`config.mk`:
```
export PLATFORM = sky130hd
export DESIGN_NAME = disp_init_seq
export DESIGN_NICKNAME = d
export VERILOG_FILES = /design/src/rtl/disp_init_pkg.sv /design/src/rtl/disp_init_rom.sv /design/src/rtl/disp_spi_tx.sv /design/src/rtl/disp_init_ctrl.sv /design/src/rtl/disp_init_seq.sv
export SDC_FILE = /design/constraint.sdc
export NUM_CORES = 1
export LEC_CHECK = 0
export BUFFER_PORTS_ARGS = -buffer_cell sky130_fd_sc_hd__buf_2
export CAP_MARGIN = 20
export CORE_UTILIZATION = 57
export CTS_CLUSTER_SIZE = 30
export DETAILED_ROUTE_END_ITERATION = 10
export PLACE_DENSITY = 0.84
export SLEW_MARGIN = 20
export SYNTH_ARGS = -nofsm -noshare
export SYNTH_HDL_FRONTEND = slang
export SYNTH_HIERARCHICAL = 1
export SYNTH_SLANG_ARGS = --single-unit
```
`constraint.sdc`:
```
create_clock -name clk -period 2.6 [get_ports clk]
set_input_delay 0.78 -clock clk [delete_from_list [all_inputs] [get_ports clk]]
set_output_delay 0.78 -clock clk [all_outputs]
set_load 0.01 [all_outputs]
```
`src/rtl/disp_init_pkg.sv`:
```
package disp_init_pkg;

    localparam int N_PAIRS = 23;
    localparam logic [7:0] PORT_CMD = 8'h22;

    typedef struct packed {
        logic [7:0] idx;
        logic [7:0] val;
        logic       pause;
    } pair_t;

    typedef enum logic [3:0] {
        C_IDLE, C_RHI, C_RLO, C_IDX, C_IDXW, C_VAL, C_VALW,
        C_DLY, C_PORT, C_PORTW, C_FIN
    } cstate_e;

    typedef enum logic [1:0] {T_IDLE, T_SHIFT, T_GAP} tstate_e;

    function automatic pair_t pair_at(input int unsigned i);
        pair_t p;
        p.pause = 1'b0;
        case (i)
            0:  begin p.idx = 8'h04; p.val = 8'h03; p.pause = 1'b1; end
            1:  begin p.idx = 8'h04; p.val = 8'h00; p.pause = 1'b1; end
            2:  begin p.idx = 8'h3B; p.val = 8'h00; end
            3:  begin p.idx = 8'h02; p.val = 8'h01; end
            4:  begin p.idx = 8'h03; p.val = 8'h90; end
            5:  begin p.idx = 8'h80; p.val = 8'h01; end
            6:  begin p.idx = 8'h08; p.val = 8'h04; end
            7:  begin p.idx = 8'h09; p.val = 8'h05; end
            8:  begin p.idx = 8'h0A; p.val = 8'h05; end
            9:  begin p.idx = 8'h0B; p.val = 8'h9D; end
            10: begin p.idx = 8'h0C; p.val = 8'h8C; end
            11: begin p.idx = 8'h0D; p.val = 8'h57; end
            12: begin p.idx = 8'h10; p.val = 8'h56; end
            13: begin p.idx = 8'h11; p.val = 8'h4D; end
            14: begin p.idx = 8'h12; p.val = 8'h46; end
            15: begin p.idx = 8'h13; p.val = 8'h00; end
            16: begin p.idx = 8'h14; p.val = 8'h01; end
            17: begin p.idx = 8'h16; p.val = 8'h66; end
            18: begin p.idx = 8'h28; p.val = 8'h7F; end
            19: begin p.idx = 8'h29; p.val = 8'h00; end
            20: begin p.idx = 8'h06; p.val = 8'h01; end
            21: begin p.idx = 8'h05; p.val = 8'h00; end
            default: begin p.idx = 8'h15; p.val = 8'h00; end
        endcase
        return p;
    endfunction

endpackage

```
`src/rtl/disp_init_rom.sv`:
```
module disp_init_rom
    import disp_init_pkg::*;
#(
    parameter int AW = 5
) (
    input  logic [AW-1:0] addr,
    output pair_t         entry
);
    always_comb entry = pair_at(32'(addr));
endmodule

```
`src/rtl/disp_spi_tx.sv`:
```
module disp_spi_tx
    import disp_init_pkg::*;
#(
    parameter int CLK_DIV = 4
) (
    input  logic       clk,
    input  logic       rst,
    input  logic       go,
    input  logic [7:0] byte_in,
    input  logic       dc_in,
    output logic       tx_done,
    output logic       sclk,
    output logic       mosi,
    output logic       cs_n,
    output logic       dc
);
    localparam int HALF = CLK_DIV / 2;
    localparam int PW   = (HALF > 1) ? $clog2(HALF) : 1;
    localparam logic [PW-1:0] PH_END = PW'(HALF - 1);

    typedef struct packed {
        tstate_e       st;
        logic [7:0]    sh;
        logic [2:0]    bitn;
        logic [PW-1:0] ph;
        logic          sclk;
        logic          cs_n;
        logic          dc;
    } tx_t;

    tx_t r_q, r_d;

    always_comb begin
        r_d     = r_q;
        tx_done = 1'b0;
        case (r_q.st)
            T_IDLE: begin
                if (go) begin
                    r_d.st   = T_SHIFT;
                    r_d.sh   = byte_in;
                    r_d.dc   = dc_in;
                    r_d.cs_n = 1'b0;
                    r_d.bitn = '0;
                    r_d.ph   = '0;
                    r_d.sclk = 1'b0;
                end
            end
            T_SHIFT: begin
                if (r_q.ph == PH_END) begin
                    r_d.ph = '0;
                    if (!r_q.sclk) begin
                        r_d.sclk = 1'b1;
                    end else begin
                        r_d.sclk = 1'b0;
                        if (r_q.bitn == 3'd7) begin
                            r_d.cs_n = 1'b1;
                            r_d.st   = T_GAP;
                        end else begin
                            r_d.sh   = {r_q.sh[6:0], 1'b0};
                            r_d.bitn = r_q.bitn + 3'd1;
                        end
                    end
                end else begin
                    r_d.ph = r_q.ph + PW'(1);
                end
            end
            T_GAP: begin
                if (r_q.ph == PH_END) begin
                    r_d.ph  = '0;
                    r_d.st  = T_IDLE;
                    tx_done = 1'b1;
                end else begin
                    r_d.ph = r_q.ph + PW'(1);
                end
            end
            default: r_d.st = T_IDLE;
        endcase
    end

    always_ff @(posedge clk) begin
        if (rst) begin
            r_q.st   <= T_IDLE;
            r_q.sh   <= '0;
            r_q.bitn <= '0;
            r_q.ph   <= '0;
            r_q.sclk <= 1'b0;
            r_q.cs_n <= 1'b1;
            r_q.dc   <= 1'b0;
        end else begin
            r_q <= r_d;
        end
    end

    assign sclk = r_q.sclk;
    assign mosi = r_q.sh[7];
    assign cs_n = r_q.cs_n;
    assign dc   = r_q.dc;


    dc_stable_chk: assert property (@(posedge clk) disable iff (rst)
        (!r_q.cs_n && $past(!r_q.cs_n)) |-> $stable(r_q.dc));


    sclk_idle_chk: assert property (@(posedge clk) disable iff (rst)
        r_q.cs_n |-> !r_q.sclk);


    mosi_hold_chk: assert property (@(posedge clk) disable iff (rst)
        (r_q.sclk && $past(r_q.sclk)) |-> $stable(r_q.sh[7]));

endmodule

```
`src/rtl/disp_init_ctrl.sv`:
```
module disp_init_ctrl
    import disp_init_pkg::*;
#(
    parameter int RST_CYC   = 16,
    parameter int PAUSE_CYC = 500000,
    parameter int AW        = 5
) (
    input  logic          clk,
    input  logic          rst,
    input  logic          start,
    input  pair_t         entry,
    input  logic          tx_done,
    output logic [AW-1:0] addr,
    output logic          go,
    output logic [7:0]    tx_byte,
    output logic          tx_dc,
    output logic          lcd_rst,
    output logic          busy,
    output logic          done
);
    localparam int CMAX = (RST_CYC > PAUSE_CYC) ? RST_CYC : PAUSE_CYC;
    localparam int CW   = $clog2(CMAX + 1);
    localparam logic [CW-1:0] RST_END   = CW'(RST_CYC - 1);
    localparam logic [CW-1:0] PAUSE_END = CW'(PAUSE_CYC - 1);
    localparam logic [AW-1:0] LAST      = AW'(N_PAIRS - 1);

    typedef struct packed {
        cstate_e       st;
        logic [AW-1:0] ent;
        logic [CW-1:0] cnt;
        logic          lrst;
        logic          done;
    } ctl_t;

    ctl_t r_q, r_d;

    always_comb begin
        r_d = r_q;
        case (r_q.st)
            C_IDLE, C_FIN: begin
                if (start) begin
                    r_d.st   = C_RHI;
                    r_d.lrst = 1'b1;
                    r_d.done = 1'b0;
                    r_d.cnt  = '0;
                    r_d.ent  = '0;
                end
            end
            C_RHI: begin
                if (r_q.cnt == RST_END) begin
                    r_d.lrst = 1'b0;
                    r_d.cnt  = '0;
                    r_d.st   = C_RLO;
                end else begin
                    r_d.cnt = r_q.cnt + CW'(1);
                end
            end
            C_RLO: begin
                if (r_q.cnt == RST_END) begin
                    r_d.cnt = '0;
                    r_d.st  = C_IDX;
                end else begin
                    r_d.cnt = r_q.cnt + CW'(1);
                end
            end
            C_IDX:  r_d.st = C_IDXW;
            C_IDXW: if (tx_done) r_d.st = C_VAL;
            C_VAL:  r_d.st = C_VALW;
            C_VALW: begin
                if (tx_done) begin
                    if (entry.pause) begin
                        r_d.st  = C_DLY;
                        r_d.cnt = '0;
                    end else if (r_q.ent == LAST) begin
                        r_d.st = C_PORT;
                    end else begin
                        r_d.ent = r_q.ent + AW'(1);
                        r_d.st  = C_IDX;
                    end
                end
            end
            C_DLY: begin
                if (r_q.cnt == PAUSE_END) begin
                    r_d.cnt = '0;
                    if (r_q.ent == LAST) begin
                        r_d.st = C_PORT;
                    end else begin
                        r_d.ent = r_q.ent + AW'(1);
                        r_d.st  = C_IDX;
                    end
                end else begin
                    r_d.cnt = r_q.cnt + CW'(1);
                end
            end
            C_PORT:  r_d.st = C_PORTW;
            C_PORTW: begin
                if (tx_done) begin
                    r_d.st   = C_FIN;
                    r_d.done = 1'b1;
                end
            end
            default: r_d.st = C_IDLE;
        endcase
    end

    always_ff @(posedge clk) begin
        if (rst) begin
            r_q.st   <= C_IDLE;
            r_q.ent  <= '0;
            r_q.cnt  <= '0;
            r_q.lrst <= 1'b0;
            r_q.done <= 1'b0;
        end else begin
            r_q <= r_d;
        end
    end

    always_comb begin
        go      = (r_q.st == C_IDX) || (r_q.st == C_VAL) || (r_q.st == C_PORT);
        tx_dc   = (r_q.st == C_VAL);
        tx_byte = (r_q.st == C_VAL)  ? entry.val :
                  (r_q.st == C_PORT) ? PORT_CMD  : entry.idx;
    end

    assign addr    = r_q.ent;
    assign lcd_rst = r_q.lrst;
    assign done    = r_q.done;
    assign busy    = (r_q.st != C_IDLE) && (r_q.st != C_FIN);


    busy_done_excl_chk: assert property (@(posedge clk) disable iff (rst)
        !(busy && done));


    rst_pulse_origin_chk: assert property (@(posedge clk) disable iff (rst)
        $rose(lcd_rst) |-> $past(!busy));

endmodule

```
`src/rtl/disp_init_seq.sv`:
```
module disp_init_seq
    import disp_init_pkg::*;
#(
    parameter int CLK_DIV        = 4,
    parameter int CLK_HZ         = 100_000_000,
    parameter int PAUSE_MS       = 5,
    parameter int FAST_SIM       = 0,
    parameter int FAST_PAUSE_CYC = 200,
    parameter int RST_CYC        = 16
) (
    input  logic clk,
    input  logic rst,
    input  logic start,
    output logic busy,
    output logic done,
    output logic spi_sclk,
    output logic spi_mosi,
    output logic spi_cs_n,
    output logic lcd_dc,
    output logic lcd_rst
);
    localparam int PAUSE_CYC = (FAST_SIM != 0) ? FAST_PAUSE_CYC : (CLK_HZ / 1000) * PAUSE_MS;
    localparam int AW        = $clog2(N_PAIRS);

    logic [AW-1:0] addr;
    pair_t         entry;
    logic          go, tx_done, tx_dc;
    logic [7:0]    tx_byte;

    disp_init_rom #(.AW(AW)) i_rom (
        .addr (addr),
        .entry(entry)
    );

    disp_init_ctrl #(.RST_CYC(RST_CYC), .PAUSE_CYC(PAUSE_CYC), .AW(AW)) i_ctrl (
        .clk    (clk),
        .rst    (rst),
        .start  (start),
        .entry  (entry),
        .tx_done(tx_done),
        .addr   (addr),
        .go     (go),
        .tx_byte(tx_byte),
        .tx_dc  (tx_dc),
        .lcd_rst(lcd_rst),
        .busy   (busy),
        .done   (done)
    );

    disp_spi_tx #(.CLK_DIV(CLK_DIV)) i_tx (
        .clk    (clk),
        .rst    (rst),
        .go     (go),
        .byte_in(tx_byte),
        .dc_in  (tx_dc),
        .tx_done(tx_done),
        .sclk   (spi_sclk),
        .mosi   (spi_mosi),
        .cs_n   (spi_cs_n),
        .dc     (lcd_dc)
    );


    no_frame_in_reset_chk: assert property (@(posedge clk) disable iff (rst)
        lcd_rst |-> spi_cs_n);

endmodule

```
* Word level (Yosys, flattened, before mapping) *
Index checks and enable logic that the tools add are counted.

word-level totals
  register bits after elaboration = 47
  output and inout port bits = 7
  logic and storage cells = 139

cells by class
  add/subtract/negate cells = 4
  equality and inequality tests = 53
  muxes and demuxes = 42
  reductions and logical operators = 28

operators with widths
  kind                   number
  $pmux 16 s22           1
  $pmux 19 s4            1
  $mux 19                3
  $eq 5x4->1 const B     8
  $pmux 4 s10            1
  $eq 5x5->1 const B     7
  $mux 30                1
  $mux 28                1
  $mux 13                2
  $mux 4                 6
  $pmux 11 s2            1
  $eq 5x3->1 const B     4
  $ne 2x1->1 const B     10
  $reduce_and 5->1       4
  $add 19x1->19 const B  1
  $eq 19x19->1 const B   1
  $eq 19x4->1 const B    1
  $mux 17                1
  $eq 4x3->1 const B     4
  $mux 8                 2
  $pmux 5 s3             1
  $eq 4x4->1 const B     3
  $mux 11                1
  $eq 5x2->1 const B     2
  31 further kinds       60

* Longest topological paths before layout *
Gate-level depths: netlist of run 1.

  depth in word-level cells = 6
  depth in mapped cells = 11

* By module *
The synthesis of run 1 kept the hierarchy.

modules (own cells, without submodules)
  module          times used  cells an instance  area each (sq um)  sequential area each (sq um)
  disp_init_ctrl  1           236                1920.6             600.6
  disp_spi_tx     1           104                928.4              340.3
  disp_init_rom   1           72                 475.5              0.0

* Worst setup path before layout of run 1 *
No wires, ideal clock.

  path type = reg2reg
  from = register i_ctrl/r_q[27] (netlist name)
  to = register i_tx/r_q[7] (netlist name)
  setup time = 0.071 ns
  data arrival time = 2.497 ns
  required time = 2.529 ns
  slack = 0.032 ns
  cell stages (with the launch flop) = 9
  path buffers = 2
  period minus slack after synthesis = 2.568 ns
  path through = dfxtp_1 clkbuf_1 nand2b_1 o31ai_1 mux2i_1 a2111oi_4 buf_6 nand4b_1 a21oi_1

on the way
  word-level cells in the longest chain between the ends = 5

ends and longest elaborated chain
  item                                             line                   RTL
  start, declared                                  disp_init_ctrl.sv:35   ctl_t r_q, r_d;
  start signal, assigned                           disp_init_ctrl.sv:114  r_q <= r_d;
  $eq 4x2->1 / $eq 4x3->1 (equally long branches)  disp_init_ctrl.sv:119  go = (r_q.st == C_IDX) || (r_q.st == C_VAL) || (r_q.st == C_PORT);
  $logic_or 1x1->1                                 disp_init_ctrl.sv:119
  $logic_or 1x1->1 (*)                             disp_init_ctrl.sv:119
  via go                                           disp_init_seq.sv:27    logic go, tx_done, tx_dc;
  $ne 2x2->1 (no line) (*)                         --
  $reduce_and 5->1 (no line) (*)                   --
  end signal, assigned                             disp_spi_tx.sv:90      r_q <= r_d;
  end, declared                                    disp_spi_tx.sv:31      tx_t r_q, r_d;

Mark *: on every way through the listed nets, which the timed path passes. The rest lies on a longest branch. The select of a mux whose other input is x is not followed.
A chain may end at the register's enable or synchronous reset.

* Worst setup path after layout of run 1 *
  from = register i_tx/r_q[15] (netlist name)
  to = register i_ctrl/r_q[20] (netlist name)

on the way
  word-level cells in the longest chain between the ends = 4

ends and longest elaborated chain
  item                        line                 RTL
  $eq 2x2->1                  disp_spi_tx.sv:36    case (r_q.st)
  $mux 1                      disp_spi_tx.sv:36
  via tx_done                 disp_init_seq.sv:27
  $ne 2x1->1 (no line)        --
  $reduce_and 4->1 (no line)  --

The timed path passes the listed nets, and every way through them passes these cells.

==> metrics.md, run 1 <==
| Metric | Value |
|---|---|
| Status | `finished, final reports clean` |
| Final Net Count | `435` |
| PortBufs | `9` |
| Yosys warning total | `6` |
| CP max stage cell | `dfxtp_1` |
| Sequential share of power | `36.5%` |
| CTS tree | `yes` |
| DRC | `0` |
| Largest delay share family, worst path | `simple AND/OR/NAND/NOR gates` |
| # rows | `27` |
| First-pass GRT wire length | `12,100 um` |
| Logic pwr share | `44.8%` |
| Hold Buf Count CTS | `0` |
| DR WL met2 | `3480 um` |
| Maximum vdd drop | `0.000400 V` |
| Pint | `1410 uW` |
| Fin crit period | `2390 ps` |
| WP buf/inv | `2` |
| Cell count after synthesis | `412` |
| Syn avg cell area | `8.07 um^2` |
| Clock Latency Late Sink | `300 ps` |
| Die area | `0.00614 mm^2` |
| Area Overhead vs Synth | `6.74%` |
| Antenna Nets Post-Route | `0` |
| Share of post-route cells with drive strength above 1 | `13.9%` |
| Filler cells | `489` |
| CP Cell Sequence | `inv_1 -> ha_1 -> and2_2 -> nor4bb_1 -> o31a_4 -> nor3_4 -> buf_4 -> nand3_1 -> or3_1 -> a21oi_1` |
| Via Count | `3,021` |
| ANT cells | `0` |
| Sequential area share after synthesis | `28.3%` |
| Post-detail-place hpwl | `5200 um` |
| Clock share of power | `18.6%` |
| Startpoint Class | `flip-flop` |
| CP arrival | `2640 ps` |
| Max clock buf depth | `2` |
| Core area | `0.00557 mm^2` |
| Highest routed layer | `met4` |
| Worst hold path class | `reg2reg` |
| Max Cap Viol | `0` |
| Total power | `2340 uW` |
| Root buffer cell | `clkbuf_8` |
| Critical path class | `reg2reg` |
| Chip width | `78.4 um` |
| Clk_skew | `8.28 ps` |
| Met1 WL | `3360 um` |
| CTS HTree Levels | `2` |
| Total global routing overflow | `0` |
| Setup repair bufs after CTS | `0` |
| Vias in the first global route | `2,667` |
| Post-synth cell types | `68` |
| Clock slew at reported path FFs | `90 ps` |
| Routed length per placed instance | `14.5 um` |
| Total CTS buffers | `5` |
| Pre-CTS setup slack | `153 ps` |
| Mapped Nets | `425` |
| Clock sinks | `47` |
| NetSw | `925 uW` |
| Met3 Wirelength | `222 um` |
| GP Congestion | `0.914` |
| Initial Utilization | `59.6%` |
| Critical Path RT | `2840 ps` |
| WL final | `7180 um` |
| P_leak | `0.00125 uW` |
| EDFF count, synth | `0` |
| Ys flop type | `dfxtp_1` |
| Setup crit end kind | `flip-flop` |
| Worst reg2reg setup slack | `210 ps` |
| I/O pin cnt | `10` |
| Initial antenna violation count | `0` |
| Crit Path Max Fanout | `5` |
| Number of synthesized register bits | `47` |
| Vias per cell | `6.10` |
| Peak per-stage delay on the critical path | `350 ps` |
| Die height | `78.4 um` |
| Largest net degree at the start of global routing | `30` |
| Final period util | `92.0%` |
| Mapped Area | `0.00332 mm^2` |
| PnR worst setup slack | `209 ps` |
| Ys async rst share | `0%` |
| Setup violations, final | `0` |
| Final-report hold violation count | `0` |
| Final Slew Violations | `0` |
| DR iter-0 viols | `148` |
| Pwr Density | `658 mW/mm^2` |
| DR pass1 iterations | `4` |
| Sw frac | `39.6%` |
| Max frequency | `418 MHz` |
| Tot GR Track Use | `24.3%` |
[cell type report]
class                           instances  area, um^2  area share, %
Multi-Input combinational cell        323        2170           61.0
Timing Repair Buffer                   32         218           6.14
Clock buffer                            6        72.6           2.05
Clock inverter                          2        12.5          0.353
Sequential cell                        47         941           26.5
Tap cell                               72        90.1           2.54
Inverter                               13        48.8           1.38
[worst min-delay path, stage by stage, from the launching register on]
cell and delay [ps]:
dfxtp_1 320, nand2_1 50, a21oi_1 50
[cells in the final DEF, fill, tap and decap left out, types with 6 or more instances in the layout]
master / n
dfxtp_1: 47
inv_1: 13
ha_1: 10
or3_1: 6
nand3_1: 17
and2_1: 6
nand2b_1: 18
a21oi_1: 33
xor2_1: 16
a22oi_1: 7
nand4_1: 10
a211oi_1: 9
nor2b_1: 13
buf_4: 23
o21ai_0: 12
a22o_1: 6
nor2_1: 44
buf_2: 9
nand2_1: 24
[path summary, 6_finish.rpt]
| path | startpoint | to | cells past startpoint |
|---|---|---|---|
| setup reg to reg | i_tx/r_q[15]$_SDFFE_PP0P_ | i_ctrl/r_q[20]$_SDFFE_PP0P_ | 10 |
| hold reg to reg | i_tx/dc$_SDFFE_PP0P_ | i_tx/dc$_SDFFE_PP0P_ | 2 |
| setup / recovery | i_tx/r_q[15]$_SDFFE_PP0P_ | i_ctrl/r_q[20]$_SDFFE_PP0P_ | 10 |
| hold / removal | i_tx/dc$_SDFFE_PP0P_ | i_tx/dc$_SDFFE_PP0P_ | 2 |
[synthesized netlist by cell type, drive strengths merged, types with 3 or more instances]
cell type / n / area, um^2
a21oi: 33 / 165
ha: 10 / 125
nor2b: 13 / 81.3
a31oi: 4 / 25.0
or2: 3 / 18.8
nor4bb: 4 / 40.0
a22o: 6 / 52.6
nor4: 5 / 46.3
o211ai: 3 / 22.5
nand4: 10 / 62.6
o21ai: 13 / 65.1
a22oi: 7 / 52.6
inv: 13 / 48.8
clkbuf: 9 / 33.8
nor2: 44 / 165
nand3b: 5 / 37.5
nand2: 25 / 96.4
nand2b: 18 / 113
buf: 20 / 140
nor3: 6 / 41.3
nor3b: 4 / 30.0
a211oi: 11 / 92.6
and3: 5 / 31.3
and2: 7 / 43.8
nand4b: 3 / 26.3
or3: 7 / 48.8
mux2i: 5 / 50.1
xnor2: 3 / 26.3
or4b: 3 / 30.0
o21bai: 3 / 26.3
xor2: 16 / 140
dfxtp: 47 / 941
nand3: 17 / 85.1
[registers in the layout, summed over array words and instances, names as in the netlist]
signal / count
i_ctrl/lcd_rst: 1
i_tx/cs_n: 1
i_tx/sclk: 1
i_tx/dc: 1
i_tx/mosi: 1
i_ctrl/r_q: 23
i_ctrl/done: 1
i_ctrl/addr: 5
i_tx/r_q: 13
[metrics by stage]
stage | TNS [ps] | instances | utilization (%) | hold slack [ps] | area (um^2)
final | 0 | 495 | 63.7 | 471 | 3550
after CTS | 0 | 495 | 63.6 | 473 | 3540
after global placement | 0 | 487 | 62.0 | 445 | 3460
after floorplan | 0 | 412 | - | 446 | 3320
after global routing | -8.33 | 495 | 63.7 | 501 | 3550
after detailed placement | 0 | 487 | 62.0 | 459 | 3460
[cell families (layout without fill, tap and decap cells)]
logic type / after synthesis / after routing / share of synthesized area (%)
AOI/OAI and AO/OA: 104 / 104 / 23.2
other: 1 / 1 / 0.113
adders and majority gates: 10 / 10 / 3.76
buffers and inverters: 42 / 53 / 6.70
muxes: 5 / 5 / 1.51
and+or+nand+nor: 184 / 184 / 31.4
xor gates and xnor gates: 19 / 19 / 5.01
DFF: 47 / 47 / 28.3
[per-layer routing]
metal / vias up / track usage [%]
li1: 1520 / -
met1: 1431 / 30.9
met2: 58 / 41.2
met3: 12 / 3.14
met4: 0 / 9.81
met5: - / 0
[power groups by stage]
stage / sequential [uW] / combinational, uW / clock [uW]
4_1_cts: 853 / 1030 / 448
2_1_floorplan: 846 / 770 / 0
6_report: 852 / 1050 / 435
5_1_grt: 862 / 1160 / 477
3_3_place_gp: 866 / 1010 / 0
3_5_place_dp: 869 / 1030 / 0
[timing repair]
item                                    CTS  global route
hold endpoints to repair                  0             0
gates resized for setup                   0             2
endpoints found under the setup margin    0             3
(Power assumes the default switching activity.)
==> run 2: changes to the inputs <==
SYNTH_HIERARCHICAL = not set   (was 1)
==> run 2 against run 1 <==
Clock skew is 2.7 ps lower. Total power is 21% higher. Worst setup slack worse by 47 ps. Global-route usage is 4.2 points higher. First-iteration DRC count is 97% higher. Die area is 2.7% lower. Utilization is 1.5 points higher. Register-to-register slack worse by 50 ps. Non-clock buffer count is 2 higher. Count of clock-buffer cells in the layout is 1 lower. Largest power group unchanged.
==> metrics.md, run 2 <==
| Metric | Value |
|---|---|
| Status | `finished, final reports clean (unchanged)` |
| Setup crit end kind | `flip-flop (unchanged)` |
| Clock slew at reported path FFs | `90 ps (about the same)` |
| Ys flop type | `dfxtp_1 (unchanged)` |
| Tot GR Track Use | `28.5% (was 24.3%)` |
| DR pass1 iterations | `5 (was 4)` |
| Syn avg cell area | `7.54 um^2 (was 8.07 um^2)` |
| Total CTS buffers | `5 (unchanged)` |
| Startpoint Class | `flip-flop (unchanged)` |
| CTS tree | `yes (unchanged)` |
| DR iter-0 viols | `292 (was 148)` |
| Worst-Margin Slew | `670 ps` |
| P_leak | `0.00130 uW (was 0.00125 uW)` |
| CP arrival | `2670 ps (was 2640 ps)` |
| Reg with most FFs | `i_ctrl.r_q (was i_ctrl/r_q)` |
| Share of post-route cells with drive strength above 1 | `12.3% (was 13.9%)` |
| GP Congestion | `0.967 (was 0.914)` |
| Highest routed layer | `met4 (unchanged)` |
| DR WL met2 | `3920 um (was 3480 um)` |
| Clk_skew | `5.55 ps (was 8.28 ps)` |
| Count leader, synth | `nor2_1 (was dfxtp_1)` |
| RSZ-0062 raised after global routing | `false` |
| Met3 Wirelength | `480 um (was 222 um)` |
| Yosys warning total | `0 (was 6)` |
| Routed length per placed instance | `15.9 um (was 14.5 um)` |
| Area post-placement | `0.00343 mm^2 (was 0.00346 mm^2)` |
| Mapped Area | `0.00323 mm^2 (was 0.00332 mm^2)` |
| Setup TNS | `0 ps (unchanged)` |
| Post-synth top area share | `29.1% (was 28.3%)` |
| DRC | `0 (unchanged)` |
| Critical Path RT | `2840 ps (about the same)` |
| Area leader, netlist | `dfxtp_1 (unchanged)` |
| Final Slew Violations | `0 (unchanged)` |
| Largest cells by area after synthesis | `dfxtp_1, nor2_1, a21oi_1 (was dfxtp_1, a21oi_1, nor2_1)` |
| Number of flip-flops in the largest register | `23 (unchanged)` |
| Pre-CTS setup slack | `154 ps (was 153 ps)` |
| # rows | `27 (unchanged)` |
| Final Net Count | `453 (was 435)` |
| Maximum vdd drop | `0.000369 V (was 0.000400 V)` |
| Number of synthesized register bits | `47 (unchanged)` |
| EDFF count, synth | `0 (unchanged)` |
| Synth cell count leaders | `nor2_1, dfxtp_1, a21oi_1 (was dfxtp_1, nor2_1, a21oi_1)` |
| Worst hold path class | `reg2reg (unchanged)` |
| Finished Core Util | `65.2% (was 63.7%)` |
| Max Cap Viol | `0 (unchanged)` |
| Met1 WL | `3520 um (was 3360 um)` |
| Total global routing overflow | `0 (unchanged)` |
| Clock sinks | `47 (unchanged)` |
| Fin crit period | `2440 ps (was 2390 ps)` |
| Max clock buf depth | `2 (unchanged)` |
| Antenna Nets Post-Route | `0 (unchanged)` |
| Via Count | `3,283 (was 3,021)` |
| Die area | `0.00598 mm^2 (was 0.00614 mm^2)` |
| Mapped Nets | `443 (was 425)` |
| Setup violations, final | `0 (unchanged)` |
| PnR worst setup slack | `162 ps (was 209 ps)` |
| Cell count after synthesis | `429 (was 412)` |
| Critical path class | `reg2reg (unchanged)` |
| Max frequency | `410 MHz (was 418 MHz)` |
| Area Overhead vs Synth | `10.3% (was 6.74%)` |
| Core area | `0.00547 mm^2 (was 0.00557 mm^2)` |
| PortBufs | `9 (unchanged)` |
| ANT cells | `0 (unchanged)` |
| Final-report hold violation count | `0 (unchanged)` |
| Slew HR | `55.3%` |
| Vias in the first global route | `2,985 (was 2,667)` |
| First-pass GRT wire length | `13,900 um (was 12,100 um)` |
| Post-synth cell types | `68 (unchanged)` |
| Chip width | `77.3 um (was 78.4 um)` |
| Pwr Density | `789 mW/mm^2 (was 658 mW/mm^2)` |
| Ys async rst share | `0% (unchanged)` |
| WL final | `8140 um (was 7180 um)` |
| Largest net degree at the start of global routing | `23 (was 30)` |
| Initial Utilization | `59.1% (was 59.6%)` |
| Vias per cell | `6.41 (was 6.10)` |
| Sequential area share after synthesis | `29.1% (was 28.3%)` |
| I/O pin cnt | `10 (unchanged)` |
| Design area | `0.00357 mm^2 (was 0.00355 mm^2)` |
| Initial antenna violation count | `0 (unchanged)` |
| Setup repair bufs after CTS | `0 (unchanged)` |
| Post-detail-place hpwl | `5840 um (was 5200 um)` |
| Most frequent cells in the layout | `nor2_1, dfxtp_1, a21oi_1 (was dfxtp_1, nor2_1, a21oi_1)` |
| Crit Path Max Fanout | `5 (unchanged)` |
| CTS HTree Levels | `2 (unchanged)` |
| Commonest non-fill, non-tap cell in the layout | `nor2_1 (was dfxtp_1)` |
| Root buffer cell | `clkbuf_8 (unchanged)` |
| Final period util | `93.8% (was 92.0%)` |
| Die height | `77.3 um (was 78.4 um)` |
| Clock Latency Late Sink | `300 ps (about the same)` |
[run 2: what timing repair did]
item | 4_1_cts | 5_1_grt
hold buffers | 0 | 0
gates resized for setup | 0 | 1
endpoints found under the setup margin | 0 | 1
[run 2: path summary, 6_finish.rpt]
| path | startpoint | to | slack (ps) | depth (start not counted) |
|---|---|---|---|---|
| setup / recovery | i_ctrl.r_q[11]$_SDFFE_PP0P_ | i_ctrl.r_q[29]$_SDFFE_PP0P_ | 160 | 6 |
| hold reg to reg | i_ctrl.done$_SDFFE_PP0P_ | i_ctrl.done$_SDFFE_PP0P_ | 480 | 2 |
| setup reg to reg | i_ctrl.r_q[11]$_SDFFE_PP0P_ | i_ctrl.r_q[29]$_SDFFE_PP0P_ | 160 | 6 |
| hold / removal | i_ctrl.done$_SDFFE_PP0P_ | i_ctrl.done$_SDFFE_PP0P_ | 480 | 2 |
[run 2: logic make-up (layout without fill, tap and decap cells)]
group                    after synthesis  after routing  synth area share [%]
AND/OR/NAND/NOR                      182            182                  29.3
AO/OA/AOI/OAI                        113            113                  23.0
flip-flops                            47             47                  29.1
buffers and inverters                 46             57                  5.69
XOR/XNOR                              19             19                  5.15
adder cells (fa/ha/maj)               11             11                  4.26
multiplexers                          11             11                  3.48
[run 2: metal layers]
layer	vias up	global-route usage (%)
met4	0	12.5
met3	24	3.57
met5	-	0
met2	142	48.5
met1	1522	35.8
li1	1595	-
[run 2: critical path: stages (launching register included)]
cell,delay (ps)
dfxtp_1,360
nor4_2,280
nand4_1,220
o41ai_2,410
or4b_1,590
or3_1,350
a21oi_1,150
[run 2: cell type report]
| class | count | area [um^2] |
|---|---|---|
| clock inverters | 3 | 67.6 |
| inverters | 15 | 56.3 |
| fillers | 476 | 1910 |
| clock buffers | 5 | 68.8 |
| flip-flops and latches | 47 | 942 |
| repair buffers | 34 | 233 |
| multi-input cells | 336 | 2110 |
| well taps | 72 | 90.1 |
[run 2: where the power goes]
group | internal [uW] | total, uW | switching (uW) | leakage (uW)
sequential | 814 | 929 | 115 | 0.000381
combinational | 508 | 1250 | 738 | 0.000856
clock | 383 | 640 | 256 | 0.0000644
total | 1710 | 2810 | 1110 | 0.00130
[run 2: through the flow]
stage,cells,hold WS (ps),power (uW)
6_report,512,476,2810
5_1_grt,512,512,3000
4_1_cts,512,479,2800
3_5_place_dp,504,466,2150
3_3_place_gp,504,464,2120
2_1_floorplan,429,461,1820
